--- src/rtl/ddr3_ca_pkg.sv ---
package ddr3_ca_pkg;
  // Address bit pairs crossed on the back side of a mirrored module (low index of each pair).
  localparam int MIR_PAIRS = 3;
  localparam int MIR_LO [MIR_PAIRS] = '{3, 5, 7};
  // Bank bit pair crossed on mirrored ranks.
  localparam int MIR_BANK_LO = 0;
  // Highest address bit touched by mirroring (for parameter sanity).
  localparam int MIR_ADDR_TOP = 8;

  typedef struct packed {
    logic ras_n;
    logic cas_n;
    logic we_n;
  } strobe_t;

  localparam strobe_t STROBE_IDLE = '{ras_n: 1'b1, cas_n: 1'b1, we_n: 1'b1};
endpackage

--- src/rtl/ddr3_ca_mirror_map.sv ---
module ddr3_ca_mirror_map
  import ddr3_ca_pkg::*;
#(
  parameter int ADDR_W = 16,
  parameter int BANK_W = 3,
  parameter int RANKS  = 4
) (
  input  logic              mirror_en,
  input  logic [RANKS-1:0]  cs_n,
  input  logic [ADDR_W-1:0] addr_i,
  input  logic [BANK_W-1:0] bank_i,
  output logic [ADDR_W-1:0] addr_o,
  output logic [BANK_W-1:0] bank_o,
  output logic              mirrored
);
  logic [RANKS-1:0] odd_hit;

  // Only odd-numbered ranks sit on the crossed side of the module.
  for (genvar r = 0; r < RANKS; r++) begin : g_rank
    if (r % 2 == 1) begin : g_odd
      assign odd_hit[r] = ~cs_n[r];
    end else begin : g_even
      assign odd_hit[r] = 1'b0;
    end
  end

  assign mirrored = mirror_en & (|odd_hit);

  always_comb begin
    addr_o = addr_i;
    bank_o = bank_i;
    if (mirrored) begin
      for (int p = 0; p < MIR_PAIRS; p++) begin
        addr_o[MIR_LO[p]]     = addr_i[MIR_LO[p] + 1];
        addr_o[MIR_LO[p] + 1] = addr_i[MIR_LO[p]];
      end
      bank_o[MIR_BANK_LO]     = bank_i[MIR_BANK_LO + 1];
      bank_o[MIR_BANK_LO + 1] = bank_i[MIR_BANK_LO];
    end
  end
endmodule

--- src/rtl/ddr3_ca_parity_gen.sv ---
module ddr3_ca_parity_gen
  import ddr3_ca_pkg::*;
#(
  parameter int ADDR_W = 16,
  parameter int BANK_W = 3
) (
  input  logic              enable,
  input  logic [ADDR_W-1:0] addr,
  input  logic [BANK_W-1:0] bank,
  input  strobe_t           strobes,
  output logic              par
);
  localparam int COV_W = ADDR_W + BANK_W + $bits(strobe_t);

  logic [COV_W-1:0] covered;

  // Chip selects, CKE and ODT are deliberately absent from the covered set.
  assign covered = {addr, bank, strobes};
  assign par     = enable & (^covered);
endmodule

--- src/rtl/ddr3_ca_err_capture.sv ---
module ddr3_ca_err_capture #(
  parameter int SYNC_STAGES = 2
) (
  input  logic clk,
  input  logic rst,
  input  logic enable,
  input  logic clr,
  input  logic err_n_async,
  output logic sticky
);
  logic [SYNC_STAGES-1:0] sync_q;

  for (genvar s = 0; s < SYNC_STAGES; s++) begin : g_sync
    if (s == 0) begin : g_first
      always_ff @(posedge clk) begin
        if (rst) sync_q[s] <= 1'b1;
        else     sync_q[s] <= err_n_async;
      end
    end else begin : g_next
      always_ff @(posedge clk) begin
        if (rst) sync_q[s] <= 1'b1;
        else     sync_q[s] <= sync_q[s-1];
      end
    end
  end

  logic hit;
  assign hit = enable & ~sync_q[SYNC_STAGES-1];

  always_ff @(posedge clk) begin
    if (rst)      sticky <= 1'b0;
    else if (hit) sticky <= 1'b1;
    else if (clr) sticky <= 1'b0;
  end
endmodule

--- src/rtl/ddr3_ca_mirror_parity.sv ---
module ddr3_ca_mirror_parity
  import ddr3_ca_pkg::*;
#(
  parameter int ADDR_W      = 16,
  parameter int BANK_W      = 3,
  parameter int RANKS       = 4,
  parameter int CADJ_W      = 3,
  parameter int SYNC_STAGES = 2
) (
  input  logic              clk,
  input  logic              rst,
  input  logic [ADDR_W-1:0] in_addr,
  input  logic [BANK_W-1:0] in_bank,
  input  logic              in_ras_n,
  input  logic              in_cas_n,
  input  logic              in_we_n,
  input  logic [RANKS-1:0]  in_cs_n,
  input  logic [RANKS-1:0]  in_cke,
  input  logic [RANKS-1:0]  in_odt,
  input  logic              cfg_mirror_en,
  input  logic              cfg_parity_en,
  input  logic [CADJ_W-1:0] cfg_ctl_adj,
  input  logic              err_clr,
  input  logic              par_err_n,
  output logic [ADDR_W-1:0] out_addr,
  output logic [BANK_W-1:0] out_bank,
  output logic              out_ras_n,
  output logic              out_cas_n,
  output logic              out_we_n,
  output logic [RANKS-1:0]  out_cs_n,
  output logic [RANKS-1:0]  out_cke,
  output logic [RANKS-1:0]  out_odt,
  output logic              out_par,
  output logic              par_err_sticky,
  output logic              cfg_err
);
  localparam int MIN_ADDR_W = MIR_ADDR_TOP + 1;

  if (ADDR_W < MIN_ADDR_W || BANK_W < 2 || SYNC_STAGES < 2) begin : g_bad_param
    initial $error("ddr3_ca_mirror_parity: parameter out of range");
  end

  strobe_t           in_strb;
  logic [ADDR_W-1:0] m_addr;
  logic [BANK_W-1:0] m_bank;
  logic              m_hit;
  logic              par_d;
  logic              cfg_err_d;

  assign in_strb = '{ras_n: in_ras_n, cas_n: in_cas_n, we_n: in_we_n};

  ddr3_ca_mirror_map #(
    .ADDR_W(ADDR_W), .BANK_W(BANK_W), .RANKS(RANKS)
  ) u_mirror (
    .mirror_en (cfg_mirror_en),
    .cs_n      (in_cs_n),
    .addr_i    (in_addr),
    .bank_i    (in_bank),
    .addr_o    (m_addr),
    .bank_o    (m_bank),
    .mirrored  (m_hit)
  );

  // Parity is taken on the post-mirror values, i.e. what the pins will carry.
  ddr3_ca_parity_gen #(
    .ADDR_W(ADDR_W), .BANK_W(BANK_W)
  ) u_parity (
    .enable  (cfg_parity_en),
    .addr    (m_addr),
    .bank    (m_bank),
    .strobes (in_strb),
    .par     (par_d)
  );

  ddr3_ca_err_capture #(
    .SYNC_STAGES(SYNC_STAGES)
  ) u_err (
    .clk         (clk),
    .rst         (rst),
    .enable      (cfg_parity_en),
    .clr         (err_clr),
    .err_n_async (par_err_n),
    .sticky      (par_err_sticky)
  );

  assign cfg_err_d = cfg_parity_en & (|cfg_ctl_adj);

  strobe_t out_strb;

  always_ff @(posedge clk) begin
    if (rst) begin
      out_addr <= '0;
      out_bank <= '0;
      out_strb <= STROBE_IDLE;
      out_cs_n <= '1;
      out_cke  <= '0;
      out_odt  <= '0;
      out_par  <= 1'b0;
      cfg_err  <= 1'b0;
    end else begin
      out_addr <= m_addr;
      out_bank <= m_bank;
      out_strb <= in_strb;
      out_cs_n <= in_cs_n;
      out_cke  <= in_cke;
      out_odt  <= in_odt;
      out_par  <= par_d;
      cfg_err  <= cfg_err_d;
    end
  end

  assign out_ras_n = out_strb.ras_n;
  assign out_cas_n = out_strb.cas_n;
  assign out_we_n  = out_strb.we_n;

  logic unused_hit;
  assign unused_hit = m_hit;
endmodule

--- config.mk ---
export PLATFORM = sky130hd
export DESIGN_NAME = ddr3_ca_mirror_parity
export DESIGN_NICKNAME = d
export VERILOG_FILES = /design/src/rtl/ddr3_ca_pkg.sv /design/src/rtl/ddr3_ca_mirror_map.sv /design/src/rtl/ddr3_ca_parity_gen.sv /design/src/rtl/ddr3_ca_err_capture.sv /design/src/rtl/ddr3_ca_mirror_parity.sv
export SDC_FILE = /design/constraint.sdc
export NUM_CORES = 1
export LEC_CHECK = 0
export BUFFER_PORTS_ARGS = -buffer_cell sky130_fd_sc_hd__buf_2
export CAP_MARGIN = 10
export CORE_UTILIZATION = 42
export CTS_CLUSTER_SIZE = 30
export DETAILED_ROUTE_END_ITERATION = 6
export GPL_ROUTABILITY_DRIVEN = 0
export PLACE_DENSITY = 0.78
export SETUP_SLACK_MARGIN = 0.3
export SYNTH_ARGS = -nofsm -noshare
export SYNTH_HDL_FRONTEND = slang
export SYNTH_SLANG_ARGS = --single-unit
--- constraint.sdc ---
create_clock -name clk -period 1.74 [get_ports clk]
set_clock_uncertainty 0.15 [all_clocks]
set_input_delay 0.087 -clock clk [delete_from_list [all_inputs] [get_ports clk]]
set_output_delay 0.087 -clock clk [all_outputs]
set_load 0.1 [all_outputs]
# Word level (Yosys, flattened, before mapping)

Cells that the tools add are included.

Flip-flop bits (word level): 39
Input port bits: 43
Output and inout port bits: 37

Mux-type cells: 4
Bitwise operators: 7
Reduce and logical (&&, ||, !) cells: 4

Operators by type and width:

| cell               | count |
|---|---|
| $reduce_xor A22 Y1 | 1 |
| $mux W6            | 1 |
| $and A1 B1 Y1      | 4 |
| $not A1 Y1         | 3 |
| $reduce_or A3 Y1   | 1 |
| $mux W1            | 2 |
| $mux W2            | 1 |
| $reduce_bool A2 Y1 | 1 |
| $reduce_or A2 Y1   | 1 |

# Depth between registers and ports, before layout

Word-level depth: 6
Depth in mapped cells: 5

# Hierarchy

From an unflattened synthesis, not the netlist that was laid out.

Cell total of the unflattened synthesis: 125
Area, all modules: 1472.7 um^2

Modules (own cells, without submodules):

| module                | times used | cells each | area an instance (um^2) | sequential area each (um^2) |
|---|---|---|---|---|
| ddr3_ca_mirror_parity | 1          | 76         | 984.7                   | 720.7 |
| ddr3_ca_parity_gen    | 1          | 21         | 195.2                   | 0.0 |
| ddr3_ca_mirror_map    | 1          | 20         | 191.4                   | 0.0 |
| ddr3_ca_err_capture   | 1          | 8          | 101.3                   | 60.1 |

# Least setup slack after synthesis

No wires, ideal clock.

Path kind: reg2reg
From: reg, netlist name u_err.sticky
To: reg u_err.sticky
Setup time: 0.071 ns
Arrival: 1.159 ns
Required time: 1.519 ns
Slack: 0.360 ns
Cell stages (with the launch flop): 3
Clock period less this slack: 1.380 ns
Path through: dfxtp_1 nand2b_1 a21oi_1

RTL lines:

| what                   | line                      | text |
|---|---|---|
| end signal: assignment | ddr3_ca_err_capture.sv:31 | `if (rst) sticky <= 1'b0;` |
| end signal: assignment | ddr3_ca_err_capture.sv:32 | `else if (hit) sticky <= 1'b1;` |
| end signal: assignment | ddr3_ca_err_capture.sv:33 | `else if (clr) sticky <= 1'b0;` |
| end: declaration       | ddr3_ca_err_capture.sv:9  | `output logic sticky` |

# Final worst setup path

From: in err_clr
To: reg u_err.sticky

Cells in the longest elaborated chain, start to end: 1

RTL lines:

| what                         | line                        | text |
|---|---|---|
| start: declaration           | ddr3_ca_mirror_parity.sv:23 | `input logic err_clr,` |
| $reduce_bool A2 Y1 (no line) | --                          |  |

No other way between the ends.
A chain may end at the register's enable or synchronous reset.

==> metrics.yaml <==
synth:
  synth_seq_cells: 39
  synth_top_cell_by_area: "dfxtp_1"
  synth_top_area_share: 0.588
  synth_most_common_cell: "dfxtp_1"
  async_flop_share: 0
  synthTopCellsByCount: "39 x dfxtp_1, 19 x nor2b_1, 18 x nand2_1, 17 x xnor2_1"
  syn_avg_cell_area_um2: 10.6
  syn-num-nets: 168
  syn_area_um2: 1330
  ys_types: 15
  synth_area_leaders: "dfxtp_1 59%, xnor2_1 11%, nor2b_1 9.0%"
  synth_warnings: 0
  synthCells: 125
  synth_flop_cell: "dfxtp_1"
  yosysSeqAreaShare: 0.588
  synth_edf_count: 0
detailed_routing:
  drt_wl_total_um: 3140
  drtAntennaViolNets: 0
  drt_first_pass_iters: 4
  dr_total_vias: 1242
  routedWlPerCell_um: 10.8
  initialDrtViolationCount: 20
  drc: 0
  vias_per_cell: 4.28
global_routing:
  grt_max_degree: 40
  track_usage: 0.192
  gr-total-overflow: 0
  grt_pass1_vias: 1173
  grt_first_pass_wirelength_um: 4810
  grt_antenna_before_repair: 0
finish:
  area_growth_syn_to_layout_pct: 66.3
  fillers: 219
  fin_nets: 288
  drive_gt1_frac: 0.394
  n_antenna_cell: 0
  stdcell_count: 290
floorplanning:
  row_count: 20
  start_util: 0.438
  die-area_um2: 3390
  dieWidth_um: 58.2
  io-pin-count: 80
  die_h_um: 58.2
  coreArea_um2: 3030
sta:
  setup_violations: 0
  clock.fmax_mhz: 714
  rsz0062_at_grt: "no"
  tns_ps: 0
  slew_headroom: 0.571
  min_period_over_period: 0.805
  slew_viol_final: 0
  finalHoldViolCount: 0
  tightest_slew_ps: 644
  finalCriticalPeriod_ps: 1400
clock_tree:
  cts_setup_buffers: 0
  clk_pin_slew_ps: 110
  tritoncts: "built"
  cts_root_buf: "clkbuf_4"
  clockBufferDepth: 2
  numCtsBuffers: 5
  htree_levels: 2
  clkLatencyLatePin_ps: 330
  clock_sinks: 39
worst_hold_path:
  holdPathEnd: "out_bank[0]$_SDFF_PP0_"
  hold_path_class: "in2reg"
  hp-start: "cfg_mirror_en"
  whs_path_depth: 4
job:
  cap_violations: 0
power_and_ir_drop:
  power_density_nw_per_um2: 986
  peakVddDrop_uv: 524
  leakagePower_nw: 1.05
worst_setup_path:
  critPathMaxFanout: 1
  crit_type: "in2reg"
  start_kind: "input port"
  reg2reg_setup_slack_ps: 420
  reg2reg_from: "u_err.sync_q[1]$_SDFF_PP1_"
  r2r-end: "u_err.sticky$_SDFFE_PP0P_"
  endpoint_kind: "flip-flop"
  cp_data_arrival_time_ps: 1530
  r2r_cells: 3
  cp.required_ps: 1870
outcome:
  status: "completed"
place:
  hpwl_um: 1840
  placedCellCount: 243
  io_buffers: 79
## through the flow
stage | utilization | hold slack [ps] | setup slack, ps | cell area [um^2] | power [W]
final | 0.729 | 52.0 | 340 | 2210 | 0.00218
after global routing | 0.729 | 80.3 | 311 | 2210 | 0.00229
after CTS | 0.726 | 18.7 | 372 | 2200 | 0.00220
after detailed placement | 0.581 | 124 | 242 | 1760 | 0.00170
after global placement | 0.581 | 119 | 253 | 1760 | 0.00170
after floorplan | - | 40.8 | 360 | 1330 | 0.00157
## worst max-delay path by stage
stage	start	end	slack [ps]	cells past startpoint
floorplan	u_err.sticky$_SDFFE_PP0P_	u_err.sticky$_SDFFE_PP0P_	360	2
global placement	in_addr[14]	out_par$_SDFF_PP0_	250	6
detailed placement	in_addr[14]	out_par$_SDFF_PP0_	240	6
CTS	out_bank[1]$_SDFF_PP0_	out_bank[1]	370	1
global route	err_clr	u_err.sticky$_SDFFE_PP0P_	310	5
finish	err_clr	u_err.sticky$_SDFFE_PP0P_	340	5
## final cells by class
| class | count | area (um^2) | share of cell area |
|---|---|---|---|
| clock buffer | 7 | 45.0 | 0.0204 |
| clock inverter | 1 | 5.00 | 0.00227 |
| multi-input combinational | 81 | 536 | 0.243 |
| sequential | 39 | 781 | 0.354 |
| tap | 44 | 55.1 | 0.0249 |
| timing repair buffer | 118 | 786 | 0.356 |
## registers in the layout, summed over array words and instances, names as in the netlist
| signal | cells |
|---|---|
| out_addr | 16 |
| out_cke | 4 |
| out_cs_n | 4 |
| out_odt | 4 |
| out_bank | 3 |
| u_err.sync_q | 2 |
| cfg_err | 1 |
| out_cas_n | 1 |
| out_par | 1 |
| out_ras_n | 1 |
| out_we_n | 1 |
| u_err.sticky | 1 |
## where the power goes
| part | internal, W | switching, W |
|---|---|---|
| combinational | 0.000253 | 0.000539 |
| clock | 0.000158 | 0.000267 |
| sequential | 0.000948 | 0.0000122 |
## repair_timing
item | in CTS | in global routing
hold buffers | 39 | 0
hold endpoints to repair | 38 | 0
setup endpoints to repair | 0 | 1
resized for setup | 0 | 1
## worst max-delay path: stages
cell and delay, ps:
dlygate4sd3_1 530, buf_2 120, nand2b_1 130, a21oi_1 110
dlygate4sd3_1 550
## per-layer routing
layer | vias up | track usage | wire [um]
li1 | 624 | - | -
met1 | 551 | 0.197 | 1280
met2 | 60 | 0.360 | 1610
met3 | 7 | 0.0647 | 195
met4 | 0 | 0.0714 | 61
met5 | - | 0 | 0
## cell families after synthesis
logic type	after synthesis	synth area share
compound gates	9	0.0339
simple gates	52	0.216
buf+inv	5	0.0141
xor+xnor	20	0.148
flops	39	0.588
## cell usage in the layout (no fill, tap or decap), types with 2 or more instances in the layout
master,count
dfxtp_1,39
or2_2,9
xnor2_2,2
buf_2,79
dlygate4sd3_1,39
nand2b_1,2
nor2b_1,19
clkbuf_4,5
nand2_1,18
a21oi_1,9
clkbuf_1,2
xnor2_1,16
Note: power is estimated with default switching activity, not from simulation.
